===== src/rtl/msr_pkg.sv =====
package msr_pkg;
   localparam logic [1:0] BURST_INCR = 2'b01;

   function automatic logic [2:0] beat_size_code(input int data_w);
      return 3'($clog2(data_w / 8));
   endfunction
endpackage


===== src/rtl/msr_fifo.sv =====
module msr_fifo #(
   parameter int DATA_W = 64,
   parameter int DEPTH  = 16,
   localparam int PTR_W = $clog2(DEPTH),
   localparam int LVL_W = $clog2(DEPTH + 1)
) (
   input  logic              clk,
   input  logic              rst_n,
   input  logic              push,
   input  logic [DATA_W-1:0] push_data,
   input  logic              pop,
   output logic [DATA_W-1:0] head,
   output logic [LVL_W-1:0]  level
);
   if (DEPTH < 2 || (1 << PTR_W) != DEPTH) begin : g_bad_depth
      $error("msr_fifo: DEPTH must be a power of two of at least 2");
   end

   logic [DATA_W-1:0] store [DEPTH];
   logic [PTR_W-1:0]  wr_ptr;
   logic [PTR_W-1:0]  rd_ptr;
   logic [LVL_W-1:0]  count;

   always_ff @(posedge clk) begin
      if (push) store[wr_ptr] <= push_data;
   end

   always_ff @(posedge clk) begin
      if (!rst_n) begin
         wr_ptr <= '0;
         rd_ptr <= '0;
         count  <= '0;
      end else begin
         if (push) wr_ptr <= wr_ptr + PTR_W'(1);
         if (pop)  rd_ptr <= rd_ptr + PTR_W'(1);
         count <= count + LVL_W'(push) - LVL_W'(pop);
      end
   end

   assign head  = store[rd_ptr];
   assign level = count;
endmodule


===== src/rtl/msr_ar_issuer.sv =====
module msr_ar_issuer #(
   parameter int ADDR_W    = 32,
   parameter int DATA_W    = 64,
   parameter int CNT_W     = 16,
   parameter int BURST_LEN = 8,
   parameter int LVL_W     = 5,
   localparam int LEN_W    = $clog2(BURST_LEN + 1)
) (
   input  logic              clk,
   input  logic              rst_n,
   input  logic              start,
   input  logic [ADDR_W-1:0] start_addr,
   input  logic [CNT_W-1:0]  start_words,
   input  logic [LVL_W-1:0]  free_slots,
   input  logic              arready,
   output logic [ADDR_W-1:0] araddr,
   output logic [7:0]        arlen,
   output logic              arvalid,
   output logic              issue,
   output logic [LEN_W-1:0]  issue_beats
);
   localparam int STEP_BYTES = (DATA_W / 8) * BURST_LEN;

   logic [ADDR_W-1:0] addr_q;
   logic [CNT_W-1:0]  left_q;
   logic [7:0]        len_q;
   logic              valid_q;
   logic [LEN_W-1:0]  next_beats;
   logic              room_ok;

   always_comb begin
      if (left_q >= CNT_W'(BURST_LEN)) next_beats = LEN_W'(BURST_LEN);
      else                             next_beats = LEN_W'(left_q);
      room_ok = 32'(free_slots) >= 32'(next_beats);
      issue   = !valid_q && (left_q != '0) && room_ok;
   end

   always_ff @(posedge clk) begin
      if (!rst_n) begin
         addr_q  <= '0;
         left_q  <= '0;
         len_q   <= '0;
         valid_q <= 1'b0;
      end else if (start) begin
         addr_q  <= start_addr;
         left_q  <= start_words;
         valid_q <= 1'b0;
      end else if (issue) begin
         valid_q <= 1'b1;
         len_q   <= 8'(next_beats) - 8'd1;
         left_q  <= left_q - CNT_W'(next_beats);
      end else if (valid_q && arready) begin
         valid_q <= 1'b0;
         addr_q  <= addr_q + ADDR_W'(STEP_BYTES);
      end
   end

   assign araddr      = addr_q;
   assign arlen       = len_q;
   assign arvalid     = valid_q;
   assign issue_beats = next_beats;
endmodule


===== src/rtl/msr_credit.sv =====
module msr_credit #(
   parameter int DEPTH = 16,
   parameter int LEN_W = 4,
   parameter int LVL_W = 5
) (
   input  logic             clk,
   input  logic             rst_n,
   input  logic             issue,
   input  logic [LEN_W-1:0] issue_beats,
   input  logic             pop,
   output logic [LVL_W-1:0] free_slots
);
   logic [LVL_W-1:0] reserved_q;
   logic [LVL_W-1:0] add_beats;

   assign add_beats = issue ? LVL_W'(issue_beats) : '0;

   always_ff @(posedge clk) begin
      if (!rst_n) reserved_q <= '0;
      else        reserved_q <= reserved_q + add_beats - LVL_W'(pop);
   end

   assign free_slots = LVL_W'(DEPTH) - reserved_q;
endmodule


===== src/rtl/msr_stream_out.sv =====
module msr_stream_out #(
   parameter int DATA_W = 64,
   parameter int CNT_W  = 16,
   parameter int LVL_W  = 5
) (
   input  logic              clk,
   input  logic              rst_n,
   input  logic              start,
   input  logic [CNT_W-1:0]  start_words,
   input  logic [LVL_W-1:0]  fifo_level,
   input  logic [DATA_W-1:0] head,
   input  logic              st_ready,
   output logic              pop,
   output logic [DATA_W-1:0] st_data,
   output logic              st_valid,
   output logic              busy,
   output logic              done
);
   logic [CNT_W-1:0]  total_q;
   logic [CNT_W-1:0]  sent_q;
   logic [DATA_W-1:0] data_q;
   logic              valid_q;
   logic              busy_q;
   logic              done_q;

   assign pop = busy_q && (fifo_level != '0) && st_ready;

   always_ff @(posedge clk) begin
      if (!rst_n) begin
         total_q <= '0;
         sent_q  <= '0;
         data_q  <= '0;
         valid_q <= 1'b0;
         busy_q  <= 1'b0;
         done_q  <= 1'b0;
      end else if (start) begin
         total_q <= start_words;
         sent_q  <= '0;
         valid_q <= 1'b0;
         busy_q  <= (start_words != '0);
         done_q  <= (start_words == '0);
      end else begin
         valid_q <= pop;
         if (pop) begin
            data_q <= head;
            sent_q <= sent_q + CNT_W'(1);
            if (sent_q == total_q - CNT_W'(1)) begin
               busy_q <= 1'b0;
               done_q <= 1'b1;
            end
         end
      end
   end

   assign st_data  = data_q;
   assign st_valid = valid_q;
   assign busy     = busy_q;
   assign done     = done_q;
endmodule


===== src/rtl/mem_burst_streamer.sv =====
module mem_burst_streamer #(
   parameter int ADDR_W     = 32,
   parameter int DATA_W     = 64,
   parameter int ID_W       = 4,
   parameter int CNT_W      = 16,
   parameter int BURST_LEN  = 8,
   parameter int FIFO_DEPTH = 16
) (
   input  logic              clk,
   input  logic              rst_n,
   input  logic              cfg_load,
   input  logic [ADDR_W-1:0] cfg_addr,
   input  logic [CNT_W-1:0]  cfg_words,
   output logic              busy,
   output logic              done,
   output logic [ID_W-1:0]   m_arid,
   output logic [ADDR_W-1:0] m_araddr,
   output logic [7:0]        m_arlen,
   output logic [2:0]        m_arsize,
   output logic [1:0]        m_arburst,
   output logic              m_arvalid,
   input  logic              m_arready,
   input  logic [ID_W-1:0]   m_rid,
   input  logic [DATA_W-1:0] m_rdata,
   input  logic [1:0]        m_rresp,
   input  logic              m_rlast,
   input  logic              m_rvalid,
   output logic              m_rready,
   output logic [DATA_W-1:0] st_data,
   output logic              st_valid,
   input  logic              st_ready
);
   localparam int LVL_W = $clog2(FIFO_DEPTH + 1);
   localparam int LEN_W = $clog2(BURST_LEN + 1);
   localparam logic [2:0] SIZE_CODE = msr_pkg::beat_size_code(DATA_W);

   if (DATA_W < 8 || DATA_W > 1024 || (DATA_W & (DATA_W - 1)) != 0) begin : g_bad_width
      $error("mem_burst_streamer: DATA_W must be a power of two from 8 to 1024");
   end
   if (BURST_LEN < 1 || BURST_LEN > 256) begin : g_bad_len
      $error("mem_burst_streamer: BURST_LEN must be 1 to 256");
   end
   if (BURST_LEN > FIFO_DEPTH) begin : g_bad_room
      $error("mem_burst_streamer: FIFO_DEPTH must hold a whole burst");
   end
   if (CNT_W < LEN_W) begin : g_bad_cnt
      $error("mem_burst_streamer: CNT_W too narrow for BURST_LEN");
   end

   logic              accept;
   logic              pop;
   logic              issue;
   logic [LEN_W-1:0]  issue_beats;
   logic [LVL_W-1:0]  free_slots;
   logic [LVL_W-1:0]  fifo_level;
   logic [DATA_W-1:0] fifo_head;
   logic              unused_rside;

   assign accept       = cfg_load && !busy;
   assign unused_rside = ^{m_rid, m_rresp, m_rlast};

   msr_ar_issuer #(
      .ADDR_W(ADDR_W), .DATA_W(DATA_W), .CNT_W(CNT_W),
      .BURST_LEN(BURST_LEN), .LVL_W(LVL_W)
   ) u_issuer (
      .clk(clk), .rst_n(rst_n), .start(accept), .start_addr(cfg_addr),
      .start_words(cfg_words), .free_slots(free_slots), .arready(m_arready),
      .araddr(m_araddr), .arlen(m_arlen), .arvalid(m_arvalid),
      .issue(issue), .issue_beats(issue_beats)
   );

   msr_credit #(.DEPTH(FIFO_DEPTH), .LEN_W(LEN_W), .LVL_W(LVL_W)) u_credit (
      .clk(clk), .rst_n(rst_n), .issue(issue), .issue_beats(issue_beats),
      .pop(pop), .free_slots(free_slots)
   );

   msr_fifo #(.DATA_W(DATA_W), .DEPTH(FIFO_DEPTH)) u_fifo (
      .clk(clk), .rst_n(rst_n), .push(m_rvalid), .push_data(m_rdata),
      .pop(pop), .head(fifo_head), .level(fifo_level)
   );

   msr_stream_out #(.DATA_W(DATA_W), .CNT_W(CNT_W), .LVL_W(LVL_W)) u_out (
      .clk(clk), .rst_n(rst_n), .start(accept), .start_words(cfg_words),
      .fifo_level(fifo_level), .head(fifo_head), .st_ready(st_ready),
      .pop(pop), .st_data(st_data), .st_valid(st_valid),
      .busy(busy), .done(done)
   );

   assign m_arid    = '0;
   assign m_arsize  = SIZE_CODE;
   assign m_arburst = msr_pkg::BURST_INCR;
   assign m_rready  = 1'b1;
endmodule


===== config.mk =====
export PLATFORM = sky130hd
export DESIGN_NAME = mem_burst_streamer
export DESIGN_NICKNAME = d
export VERILOG_FILES = /design/src/rtl/msr_pkg.sv /design/src/rtl/msr_fifo.sv /design/src/rtl/msr_ar_issuer.sv /design/src/rtl/msr_credit.sv /design/src/rtl/msr_stream_out.sv /design/src/rtl/mem_burst_streamer.sv
export SDC_FILE = /design/constraint.sdc
export NUM_CORES = 1
export LEC_CHECK = 0
export BUFFER_PORTS_ARGS = -buffer_cell sky130_fd_sc_hd__buf_2
export CAP_MARGIN = 30
export CORE_MARGIN = 2
export CORE_UTILIZATION = 40
export DETAILED_ROUTE_END_ITERATION = 8
export HOLD_SLACK_MARGIN = 0.08
export PLACE_DENSITY = 0.56
export SKIP_LAST_GASP = 1
export SYNTH_ARGS = -nofsm -noshare
export SYNTH_HDL_FRONTEND = slang
export SYNTH_SLANG_ARGS = --single-unit

===== constraint.sdc =====
create_clock -name clk -period 7.6 [get_ports clk]
set_clock_uncertainty 0.15 [all_clocks]
set_input_delay 0.38 -clock clk [delete_from_list [all_inputs] [get_ports clk]]
set_output_delay 0.38 -clock clk [all_outputs]
set_load 0.01 [all_outputs]

* Word level (Yosys, flattened, before mapping) *
Memories as Yosys holds them, arrays and structs flattened. A register that Yosys moved wholly into a read port is not among the register bits.
Cells that the tools add are included.
Widths: inputs -> output; s select.

storage, ports and cells
  flip-flop bits (word level) = 110
  memories kept = 1
  memory bits (writable) = 1024
  bits of input ports = 125
  word-level logic and storage cells = 72

operators by class
  equality and inequality tests = 2
  muxes and demuxes = 17
  magnitude comparators = 2
  bitwise logic cells = 2
  add/subtract/negate cells = 12
  reduce and logical (&&, ||, !) cells = 23

memories
  memory        depth  bits a word  rd ports  clocked after memory_dff  write ports  line            RTL
  u_fifo.store  16     64           1         1                         1            msr_fifo.sv:19  logic [DATA_W-1:0] store [DEPTH];

operator list
  cell                   count
  $mux 32                3
  $add 32x7->32 const B  1
  $mux 16                2
  $reduce_bool 16->1     2
  $add 16x1->16 const B  1
  $eq 16x16->1           1
  $ge 16x4->1 const B    1
  $logic_not 16->1       1
  $sub 16x1->16 const B  1
  $sub 16x4->16          1
  $mux 1                 10
  $reduce_bool 2->1      5
  $sub 5x1->5            2
  $add 4x1->4 const B    2
  $mux 4                 2
  $reduce_and 2->1       4
  $logic_and 1x1->1      6
  $add 5x1->5            1
  $add 5x5->5            1
  $ge 5x4->1             1
  $reduce_bool 5->1      1
  $sub 4x1->5 const B    1
  $sub 5x5->5 const A    1
  $logic_not 1->1        3
  other kinds (3)        4

* Logic depth before layout (Yosys ltp) *
Gate-level depths: netlist (run 1).

  depth after elaboration = 7
  mapped depth = 22
  mapped depth without buffers = 20

* Modules after synthesis *
Synthesis (run 1) repeated with hierarchy kept, for this count alone.

unflattened totals
  cells, all modules = 2581
  area, all modules = 46993.8 um2

modules (own cells, without submodules)
  module              sequential area each (um2)  cells each  times used  area each (um2)
  msr_fifo            31089.8                     1653        1           39076.2
  msr_stream_out      1981.9                      501         1           4405.5
  msr_ar_issuer       1081.0                      359         1           2970.3
  msr_credit          100.1                       55          1           445.4
  mem_burst_streamer  0.0                         13          1           96.3

* Worst setup path before layout (run 1) *
No wires, ideal clock.

  path kind = register to register
  from = register u_issuer.left_q[4]
  to = register u_credit.reserved_q[4]
  data required time = 7322 ps
  arrival = 4104 ps
  period minus slack after synthesis = 4382 ps
  cell stages (with the launch flop) = 22
  path slack = 3218 ps
  setup time = 128 ps
  cell sequence = dfxtp_1 or4_1 clkbuf_1 nor2_1 nand2_1 clkinv_1 nand2_1 inv_1 ha_1 nand2b_1 a211o_1 a211oi_1 clkbuf_1 nor2_1 nand3_1 ha_1 fa_1 inv_1 a21o_1 a21oi_1 xnor2_1 nor2_1

on the way
  cells in the longest elaborated chain, start to end = 7

ends and longest elaborated chain
  what                    line                 RTL
  from (decl)             msr_ar_issuer.sv:25  logic [CNT_W-1:0] left_q;
  from (signal assigned)  msr_ar_issuer.sv:46  left_q <= start_words;
  from (signal assigned)  msr_ar_issuer.sv:51  left_q <= left_q - CNT_W'(next_beats);
  $ge 16x4->1             msr_ar_issuer.sv:32  if (left_q >= CNT_W'(BURST_LEN)) next_beats = LEN_W'(BURST_LEN);
  $mux 4                  msr_ar_issuer.sv:32
  $ge 5x4->1              msr_ar_issuer.sv:34  room_ok = 32'(free_slots) >= 32'(next_beats);
  $logic_and 1x1->1       msr_ar_issuer.sv:35  issue = !valid_q && (left_q != '0) && room_ok;
  $mux 4 (*)              msr_credit.sv:16     assign add_beats = issue ? LVL_W'(issue_beats) : '0;
  $add 5x5->5 (*)         msr_credit.sv:20     else reserved_q <= reserved_q + add_beats - LVL_W'(pop);
  $sub 5x1->5 (*)         msr_credit.sv:20
  to (signal assigned)    msr_credit.sv:20
  to (decl)               msr_credit.sv:13     logic [LVL_W-1:0] reserved_q;

Mark *: on every way between the ends. The rest lies on a longest branch, timed or not.
A chain may end at the register's enable or synchronous reset.

* Worst setup path after layout (run 1) *
Same ends and word-level chain as after synthesis.

==> results of run 1 <==
worst max-delay path: stages, from the launching register on:
cell and delay (ns):
sky130_fd_sc_hd__dfxtp_1 0.34, sky130_fd_sc_hd__or4_1 0.69, sky130_fd_sc_hd__nor2_1 0.29, sky130_fd_sc_hd__nand2_1 0.22, sky130_fd_sc_hd__clkinv_1 0.24, sky130_fd_sc_hd__nand2_1 0.15, sky130_fd_sc_hd__inv_1 0.08, sky130_fd_sc_hd__ha_1 0.21
sky130_fd_sc_hd__nand2b_1 0.15, sky130_fd_sc_hd__a211o_1 0.30, sky130_fd_sc_hd__a211oi_1 0.23, sky130_fd_sc_hd__buf_4 0.23, sky130_fd_sc_hd__nor2_1 0.10, sky130_fd_sc_hd__nand3_1 0.15, sky130_fd_sc_hd__ha_1 0.27, sky130_fd_sc_hd__fa_1 0.41
sky130_fd_sc_hd__inv_1 0.07, sky130_fd_sc_hd__a21o_1 0.10, sky130_fd_sc_hd__a21oi_1 0.07, sky130_fd_sc_hd__xnor2_1 0.16, sky130_fd_sc_hd__nor2_1 0.05
power breakdown:
part	switching, mW	leakage [nW]	internal (mW)
registers	0.143	10.7	7.29
logic	0.855	4.96	0.749
clock network	2.57	2.04	3.58
timing repair:
action / CTS / global route
setup endpoints to repair: 0 / 0
endpoints found under the hold margin: 1098 / 0
hold buffers: 125 / 0
Yosys cell counts, types with 3 or more instances:
master                     instances
sky130_fd_sc_hd__nor3_1           13
sky130_fd_sc_hd__buf_2            27
sky130_fd_sc_hd__or3_1            13
sky130_fd_sc_hd__mux4_2          320
sky130_fd_sc_hd__a311oi_1          3
sky130_fd_sc_hd__nand3_1          25
sky130_fd_sc_hd__xor2_1           33
sky130_fd_sc_hd__or2_2             3
sky130_fd_sc_hd__ha_1             29
sky130_fd_sc_hd__nand2_1         210
sky130_fd_sc_hd__nand4_1          14
sky130_fd_sc_hd__dfxtp_1         171
sky130_fd_sc_hd__nor4_1           16
sky130_fd_sc_hd__and3_1            5
sky130_fd_sc_hd__nor2b_1           4
sky130_fd_sc_hd__xnor2_1          46
sky130_fd_sc_hd__nand2b_1          3
sky130_fd_sc_hd__or4_1             6
sky130_fd_sc_hd__nor3b_1           4
sky130_fd_sc_hd__buf_1            18
sky130_fd_sc_hd__edfxtp_1       1024
sky130_fd_sc_hd__nor2_1           76
sky130_fd_sc_hd__mux2i_1           7
sky130_fd_sc_hd__a31oi_1           9
sky130_fd_sc_hd__o21ai_0          31
sky130_fd_sc_hd__a21oi_1         118
sky130_fd_sc_hd__and2_1           19
sky130_fd_sc_hd__buf_4            16
sky130_fd_sc_hd__a21o_1            3
sky130_fd_sc_hd__clkbuf_1         83
sky130_fd_sc_hd__inv_1            38
sky130_fd_sc_hd__a211oi_1         16
sky130_fd_sc_hd__o31ai_1           3
logic make-up after synthesis:
family          Yosys count
flops                  1195
simple gates            431
mux                     327
compound gates          202
buf+inv                 183
xor+xnor                 79
fa+ha+maj                31
other cells               2
placed cells by master, fill, tap and decap left out, types with 7 or more instances in the layout:
master	count
sky130_fd_sc_hd__mux2i_1	7
sky130_fd_sc_hd__clkbuf_1	34
sky130_fd_sc_hd__nor3_1	13
sky130_fd_sc_hd__and2_4	16
sky130_fd_sc_hd__ha_1	29
sky130_fd_sc_hd__nor4_1	16
sky130_fd_sc_hd__o21ai_0	31
sky130_fd_sc_hd__nand3_1	24
sky130_fd_sc_hd__a31oi_1	9
sky130_fd_sc_hd__dlygate4sd3_1	125
sky130_fd_sc_hd__xor2_1	33
sky130_fd_sc_hd__bufinv_16	7
sky130_fd_sc_hd__clkbuf_16	136
sky130_fd_sc_hd__a21oi_1	118
sky130_fd_sc_hd__xnor2_1	46
sky130_fd_sc_hd__buf_2	225
sky130_fd_sc_hd__nand2_1	209
sky130_fd_sc_hd__dfxtp_1	167
sky130_fd_sc_hd__conb_1	11
sky130_fd_sc_hd__or3_1	13
sky130_fd_sc_hd__mux4_2	320
sky130_fd_sc_hd__clkinv_1	23
sky130_fd_sc_hd__a211oi_1	16
sky130_fd_sc_hd__edfxtp_1	1024
sky130_fd_sc_hd__nor2_1	76
sky130_fd_sc_hd__clkinv_2	23
sky130_fd_sc_hd__nand4_1	14
sky130_fd_sc_hd__buf_4	29
sky130_fd_sc_hd__inv_1	36
area by class of cell:
| type | count | area, µm² | share of cell area [%] |
|---|---|---|---|
| Timing Repair Buffer | 390 | 2850 | 5.19 |
| Inverter | 39 | 150 | 0.273 |
| Sequential cell | 1195 | 34200 | 62.2 |
| Clock inverter | 67 | 576 | 1.05 |
| Multi-Input combinational cell | 1081 | 11700 | 21.3 |
| Tap cell | 1524 | 1910 | 3.47 |
| Antenna cell | 1 | 2.50 | 0.00455 |
| Clock buffer | 174 | 3590 | 6.53 |
registers in the layout, summed over array words and instances (netlist names), 5 cells and up:
register             cells
u_credit.reserved_q      5
u_out.sent_q            16
u_issuer.arlen           5
u_out.total_q           16
u_fifo.level             5
u_out.st_data           64
u_fifo.store          1024
u_issuer.left_q         16
u_issuer.araddr         32
metal layers:
layer | track usage (%) | share of wire [%]
met3 | 3.58 | 5.6
met4 | 4.95 | 1.9
met2 | 32.1 | 51
met1 | 25.1 | 42
met5 | 0 | 0.096
worst paths after layout:
path	to	slack [ns]	cells after the start	from
setup reg to reg	u_credit.reserved_q[4]$_SDFF_PN0_	2.79	20	u_issuer.left_q[4]$_SDFFE_PN0P_
hold / removal	u_out.total_q[7]$_SDFFE_PN0P_	0.17	5	cfg_load
hold reg to reg	u_issuer.araddr[5]$_SDFFE_PN0P_	0.30	2	u_issuer.araddr[5]$_SDFFE_PN0P_
setup / recovery	u_credit.reserved_q[4]$_SDFF_PN0_	2.79	20	u_issuer.left_q[4]$_SDFFE_PN0P_
==> flow_results.org, run 1 <==
** Clock network
- Clock root buffer :: sky130_fd_sc_hd__clkbuf_16
- Post-cts sizing count :: 0
- Maximum buffer depth of the clock tree :: 3
- CTS built an H-tree with a depth of 4.
- At the later pin of the worst-skew pair, clock insertion delay measures between 0.7 and 0.8 ns.
- Post-CTS timing repair inserted 0 buffers for setup.
- TritonCTS built the clock tree.
- Clock net sink count :: ~1200
- Clock edge transition at the registers on the reported setup and hold paths :: 0.06 ns
- TritonCTS Buffers :: 132

** Detailed routing
- First-pass iteration count of the detailed router :: 5
- Once detail routing completed, the nets flagged for antenna violations numbered 0.
- Vias post-DR :: 24496
- Number of remaining DRC errors :: 0
- Wirelength per Cell :: 25.2 µm
- Via density per instance :: 5.48
- DR iter-0 viols :: around 2300
- Total wirelength of the detailed-routed design :: 113000 µm

** Job
- Max capacitance violation total :: 0

** Placement
- Pre-CTS setup slack :: 2.86 ns
- The number of placed instances, taps included, is 4103.
- Dpl hpwl :: 59000 µm
- At the end of routability-driven placement, the weighted congestion stood at 0.812.
- During placement, the flow inserted port buffers numbering 225.
- Placed instance area :: around 0.050 mm²

** Layout
- Finished Layout Cells :: approximately 4500
- Fill count :: 9618
- Core utilization of the finished layout :: 47.4%
- Share of cells above drive strength 1 :: 27.5%
- After the last flow step, the layout net total stands at 2995.
- Synth-to-Final Area Change :: 18.0%
- Post-layout instance area :: 0.0550 mm²

** Die
- After floorplanning, the core was divided into around 130 placement rows.
- In this run the horizontal extent of the chip is ~350 µm.
- I/O pin total :: between 200 and 250
- The floorplan step set the die height to around 350 µm.
- Starting density of the core :: between 40% and 50%
- After floorplanning, the core was sized to cover 0.116 mm².
- Full die area :: 0.119 mm²

** Setup path
- Data required time at the worst endpoint :: between 8 and 9 ns
- CP Class :: reg2reg
- STA classifies the critical path startpoint as a register.
- CP Max Fanout :: 13
- CP arrival :: around 5.2 ns
- Setup crit end kind :: register

** Synthesis
- Area share of the largest cell type after synthesis :: 66.0%
- Compound-Gate Fraction of Synth Area :: approximately 2.5%
- The synthesized netlist devotes approximately 4.4% of its cell area to simple gates.
- Measured against the total synthesized area, the mux share comes to between 15 and 20%.
- Average footprint of a synthesized cell :: between 15 and 20 µm²
- After synthesis, the share of flip-flops with an asynchronous set or reset is 0%.
- Biggest area consumer among synthesized cells :: sky130_fd_sc_hd__edfxtp_1
- Post-synthesis instance area :: ~0.047 mm²
- Summing the areas of all xor and xnor instances in the mapped netlist gives about 1.5% of the synthesized area.
- Yosys mapped a number of flops with a built-in enable equal to 1024.
- Top_reg_cell synth :: sky130_fd_sc_hd__edfxtp_1
- Summing the sequential cell areas from Yosys gives 73.4% of the chip area.
- By area, the combinational part of the netlist is dominated by multiplexers.
- Number of distinct library cells after synthesis :: 63
- Counting flops and latches in the post-synthesis netlist gives 1195.
- Synthesis Warnings :: 0
- Summing the areas of all fa, ha and maj instances in the mapped netlist gives less than 1% of the synthesized area.
- After technology mapping, the gate count stands at 2450.
- After synthesis, the cell types taking the most area are sky130_fd_sc_hd__edfxtp_1 (66%), sky130_fd_sc_hd__mux4_2 (15%), sky130_fd_sc_hd__dfxtp_1 (7.4%).

** STA
- Final worst slack :: 2.79 ns
- The worst path in the final design needs a cycle of roughly 4.8 ns, including I/O delays and setup.
- Hold slack :: 0.170 ns
- Number of endpoints failing setup at the final stage :: 0
- At the pin with the least slew margin, the transition time is 0.943 ns.
- Total count of max-transition violations in the final report :: 0
- In the final timing run, aggregate negative setup slack is 0 ns.
- Tightest slew margin relative to the limit :: 37.1%
- The worst path uses 63.3% of the clock period.
- Timing would allow up to 0.208 GHz.
- Setup repair after global routing left no endpoint under its margin.
- The number of hold-slack violations in the final timing report came to 0.

** Power and ir drop
- After layout, the design draws a total of 15.2 mW.
- The analysis attributes to cell leakage a power of about 18 nW.
- The worst-case IR drop observed on VDD is 0.210 mV.
- Power per cell area :: 276 mW/mm²

** Global routing
- GRT Total Usage :: 18.9%
- Global-route congestion overflow total :: 0
- The first global-routing pass estimated approximately 170000 µm of wire.
- Number of global-route vias before repair :: 25594
- Number of antenna violations at the first check in global routing :: 12
- Entering global routing, the biggest net connects 133 pins.

** Worst hold path
- Class of the worst hold path :: in2reg

** Status
- Result of the run :: completed
Power figures use the tool's default switching activity.
==> inputs of run 2 (changes only) <==
- PLACE_DENSITY: 0.56 -> 0.58
- clock period: 7.6 -> 4.05 ns (I/O delays scaled with it)
==> run 2 against run 1 <==
Critical path depth is 1 lower. Flip-flop and latch count stayed put. Sequential share of layout area decreased by 0.84 points. First-iteration DRC count fell by 13%. Count of clock-buffer cells in the layout grew 13. Highest routed layer unchanged. Worst hold slack better by 0.062 ns. Final cell count increased by 1.3%. Via count barely moved. Non-clock buffer count grew 64. Sequential power grew 87%. Global-route usage down 0.20 points.
==> flow_results.org, run 2 (same netlist as run 1, synthesis figures left out) <==
** Status
- Result of the run :: completed

** Layout
- Post-layout instance area :: 0.0557 mm² (+1.4%)
- Area used by multi-input combinational logic :: 0.0118 mm² (+0.59%)
- Fill count :: 9499 (-1.2%)
- Commonest non-fill, non-tap cells in the layout :: sky130_fd_sc_hd__edfxtp_1 (1024), sky130_fd_sc_hd__mux4_2 (320), sky130_fd_sc_hd__buf_2 (225)
- Most common library cell in the layout ignoring fill and taps :: sky130_fd_sc_hd__edfxtp_1
- Share of cells above drive strength 1 :: 28.3% (+0.77 points)
- Core utilization of the finished layout :: 48.1% (+0.65 points)
- Register area :: 0.0342 mm² (about the same)
- Number of flip-flops in the largest register :: 1024 (unchanged)
- Synth-to-Final Area Change :: 19.7%
- Register name with the most flops :: u_fifo.store
- Net count of the finished layout :: 3048 (+1.8%)

** Clock network
- The tree is rooted in a sky130_fd_sc_hd__clkbuf_16.
- Clk Latency, worst-skew pair :: 0.71 ns (-0.02 ns)
- TritonCTS built the clock tree.
- The deepest level of the CTS H-tree is 3 (-1).
- Clock edge transition at the registers on the reported setup and hold paths :: 0.06 ns (about the same)
- The CTS buffer count came to 121 (-8.3%).
- The number of sinks driven by the clock tree is 1195 (unchanged).
- Maximum buffer depth of the clock tree :: 3 (unchanged)

** Setup path
- Worst setup SP type :: register
- CP Max Fanout :: 4 (-9)
- Largest delay share family, worst path :: simple AND/OR/NAND/NOR gates
- The number of buffer and inverter instances along the worst setup path came to 3 (-1).
- The endpoint required time on the critical path was 4.42 ns (-3.60 ns).
- The worst setup slack for register-to-register paths is 0.22 ns (-2.57 ns).
- The delay of the slowest cell on the worst path was 0.40 ns (-0.29 ns).
- The critical path data arrival time was 4.21 ns (-1.02 ns).
- Crit-path slowest cell :: sky130_fd_sc_hd__or3_4
- Traced cell by cell, the critical path runs through or3_4 -> nor4_4 -> nand2_2 -> clkinv_4 -> nand2_1 -> inv_1 -> ha_1 -> nand2b_1 -> a211o_1 -> a211oi_2 -> nor2_2 -> nand3_1 -> ha_1 -> inv_1 -> ha_4 -> a21o_1 -> a21oi_2 -> xnor2_1 -> nor2_1.
- The worst setup path is captured at a register.
- CP Class :: reg2reg
- Startpoint of the worst setup timing path :: u_issuer.left_q[12]$_SDFFE_PN0P_
- The startpoint identified for the worst register-to-register timing path is u_issuer.left_q[12]$_SDFFE_PN0P_.

** Die
- The floorplan row count came to 125 (unchanged).
- The placeable core area came to 0.116 mm² (unchanged).
- Full die area :: 0.119 mm² (unchanged)
- The starting density of the core came to 40.2% (unchanged).
- The number of primary I/O pins is 243 (unchanged).
- Width of the die :: 345 µm (unchanged)
- Floorplan die height :: 345 µm (unchanged)

** Global routing
- The global routing usage summed across all routing layers was 18.7% (-0.20 points).
- The via count of the first global-routing pass came to 25511 (-0.32%).
- The leftover overflow at the end of global routing came to 0 (unchanged).
- The maximum number of pins on one net before global-route repair is 95 (-29%).
- The number of antenna violations at the first check in global routing was 9 (-3).
- The first-pass GRT wire length was 166000 µm (-0.38%).

** Detailed routing
- The routed via count divided by cell count came to 5.41 (-1.2%).
- The aggregate routed wire length is 112000 µm (-0.48%).
- Wirelength per Cell :: 24.8 µm (-1.7%)
- The number of nets with antenna violations after routing was 0 (unchanged).
- The via count of the routed design was 24503 (+0.029%).
- DR iter-0 viols :: 2008 (-13%)
- First-pass iteration count of the detailed router :: 5 (unchanged)
- Number of remaining DRC errors :: 0 (unchanged)

** Power and ir drop
- The power per cell area was 511 mW/mm² (+85%).
- Maximum VDD drop :: 0.395 mV (+88%)
- Cell leakage power :: 17.9 nW (+1.6%)

** Worst hold path
- The min-delay analysis places its worst path in the category in2reg.
- In this run the most critical hold path is launched from cfg_addr[22].

** STA
- The worst slew margin relative to its limit was 37.6% (+0.48 points).
- Min Tclk post-route :: 3.83 ns (-0.976 ns)
- The achievable frequency was 0.261 GHz (+25%).
- Total count of max-transition violations in the final report :: 0 (unchanged)
- The final number of setup-violating endpoints is 0 (unchanged).
- The actual slew at the worst max-slew pin was 0.936 ns (-0.00713 ns).
- Share of the clock period used by the worst path :: 94.7% (+31 points)
- Number of hold-slack violations in the final timing report :: 0 (unchanged)

** Placement
- Placed instance area :: 0.0499 mm² (+0.73%)
- The count of buffers from port buffering came to 225 (unchanged).
- Final RePlAce weighted congestion :: 0.833 (+2.5%)
- Dpl hpwl :: 58600 µm (-0.60%)

** Job
- Max capacitance violation total :: 0 (unchanged)
run 2: cell types whose count changed in the layout (fill, tap and decap cells not counted), moves of 8 or more:
cell,delta
sky130_fd_sc_hd__buf_4,+9
sky130_fd_sc_hd__buf_12,+20
sky130_fd_sc_hd__clkbuf_8,+13
sky130_fd_sc_hd__clkinv_1,-16
sky130_fd_sc_hd__clkbuf_16,-10
sky130_fd_sc_hd__clkbuf_1,+8
sky130_fd_sc_hd__dlygate4sd3_1,+39
run 2: area by class of cell:
class / count / share of cell area [%]
clock buffers: 187 / 6.39
inverters: 39 / 0.279
diodes: 4 / 0.0180
well taps: 1524 / 3.42
clock inverters: 44 / 0.964
repair buffers: 454 / 6.44
multi-input cells: 1081 / 21.1
flip-flops and latches: 1195 / 61.4
run 2: repair_timing:
| item | 4_1_cts | 5_1_grt |
|---|---|---|
| buffers inserted | 0 | 3 |
| resized for setup | 0 | 13 |
| hold buffers | 164 | 0 |
| hold endpoints to repair | 1123 | 0 |
| endpoints found under the setup margin | 0 | 2 |
run 2: per-stage QoR:
| step | hold WS [ns] | worst slack (ns) | power (mW) | cells | setup TNS, ns |
|---|---|---|---|---|---|
| 4_1_cts | 0.170 | 0.0671 | 28.6 | 4521 | 0 |
| 2_1_floorplan | 0.151 | 0.00229 | 16.2 | 2459 | 0 |
| 5_1_grt | 0.224 | -0.0512 | 29.5 | 4526 | -0.0567 |
| 3_5_place_dp | 0.294 | 0.0825 | 17.2 | 4126 | 0 |
| 6_report | 0.232 | 0.216 | 28.5 | 4528 | 0 |
| 3_3_place_gp | 0.290 | 0.103 | 17.1 | 4125 | 0 |
run 2: path summary, 6_finish.rpt:
| kind | to | cells past startpoint |
|---|---|---|
| worst max-delay path | u_credit.reserved_q[4]$_SDFF_PN0_ | 19 |
| worst min-delay path | u_issuer.araddr[22]$_SDFFE_PN0P_ | 4 |
| worst min register to register | u_out.st_data[27]$_SDFFE_PN0P_ | 2 |
| worst max register to register | u_credit.reserved_q[4]$_SDFF_PN0_ | 19 |
run 2: worst register-to-register path, cell delays in order (launching register included):
cell and delay [ns]:
sky130_fd_sc_hd__dfxtp_2 0.33, sky130_fd_sc_hd__or3_4 0.40, sky130_fd_sc_hd__nor4_4 0.27, sky130_fd_sc_hd__nand2_2 0.12
sky130_fd_sc_hd__clkinv_4 0.07, sky130_fd_sc_hd__nand2_1 0.06, sky130_fd_sc_hd__inv_1 0.06, sky130_fd_sc_hd__ha_1 0.21
sky130_fd_sc_hd__nand2b_1 0.14, sky130_fd_sc_hd__a211o_1 0.26, sky130_fd_sc_hd__a211oi_2 0.30, sky130_fd_sc_hd__nor2_2 0.11
sky130_fd_sc_hd__nand3_1 0.12, sky130_fd_sc_hd__ha_1 0.24, sky130_fd_sc_hd__inv_1 0.10, sky130_fd_sc_hd__ha_4 0.21
sky130_fd_sc_hd__a21o_1 0.20, sky130_fd_sc_hd__a21oi_2 0.15, sky130_fd_sc_hd__xnor2_1 0.13, sky130_fd_sc_hd__nor2_1 0.05
run 2: power breakdown:
group	internal [mW]	switching (mW)	leakage, nW
logic	1.58	1.68	5.29
clock network	6.58	4.70	2.00
registers	13.7	0.270	10.7
run 2: per-layer routing:
metal	up-vias	track usage [%]	wire length (µm)
met2	740	31.6	55900
met4	14	4.37	2290
met5	-	0	92
li1	10687	-	-
met1	12884	25.4	47700
met3	178	3.23	6170
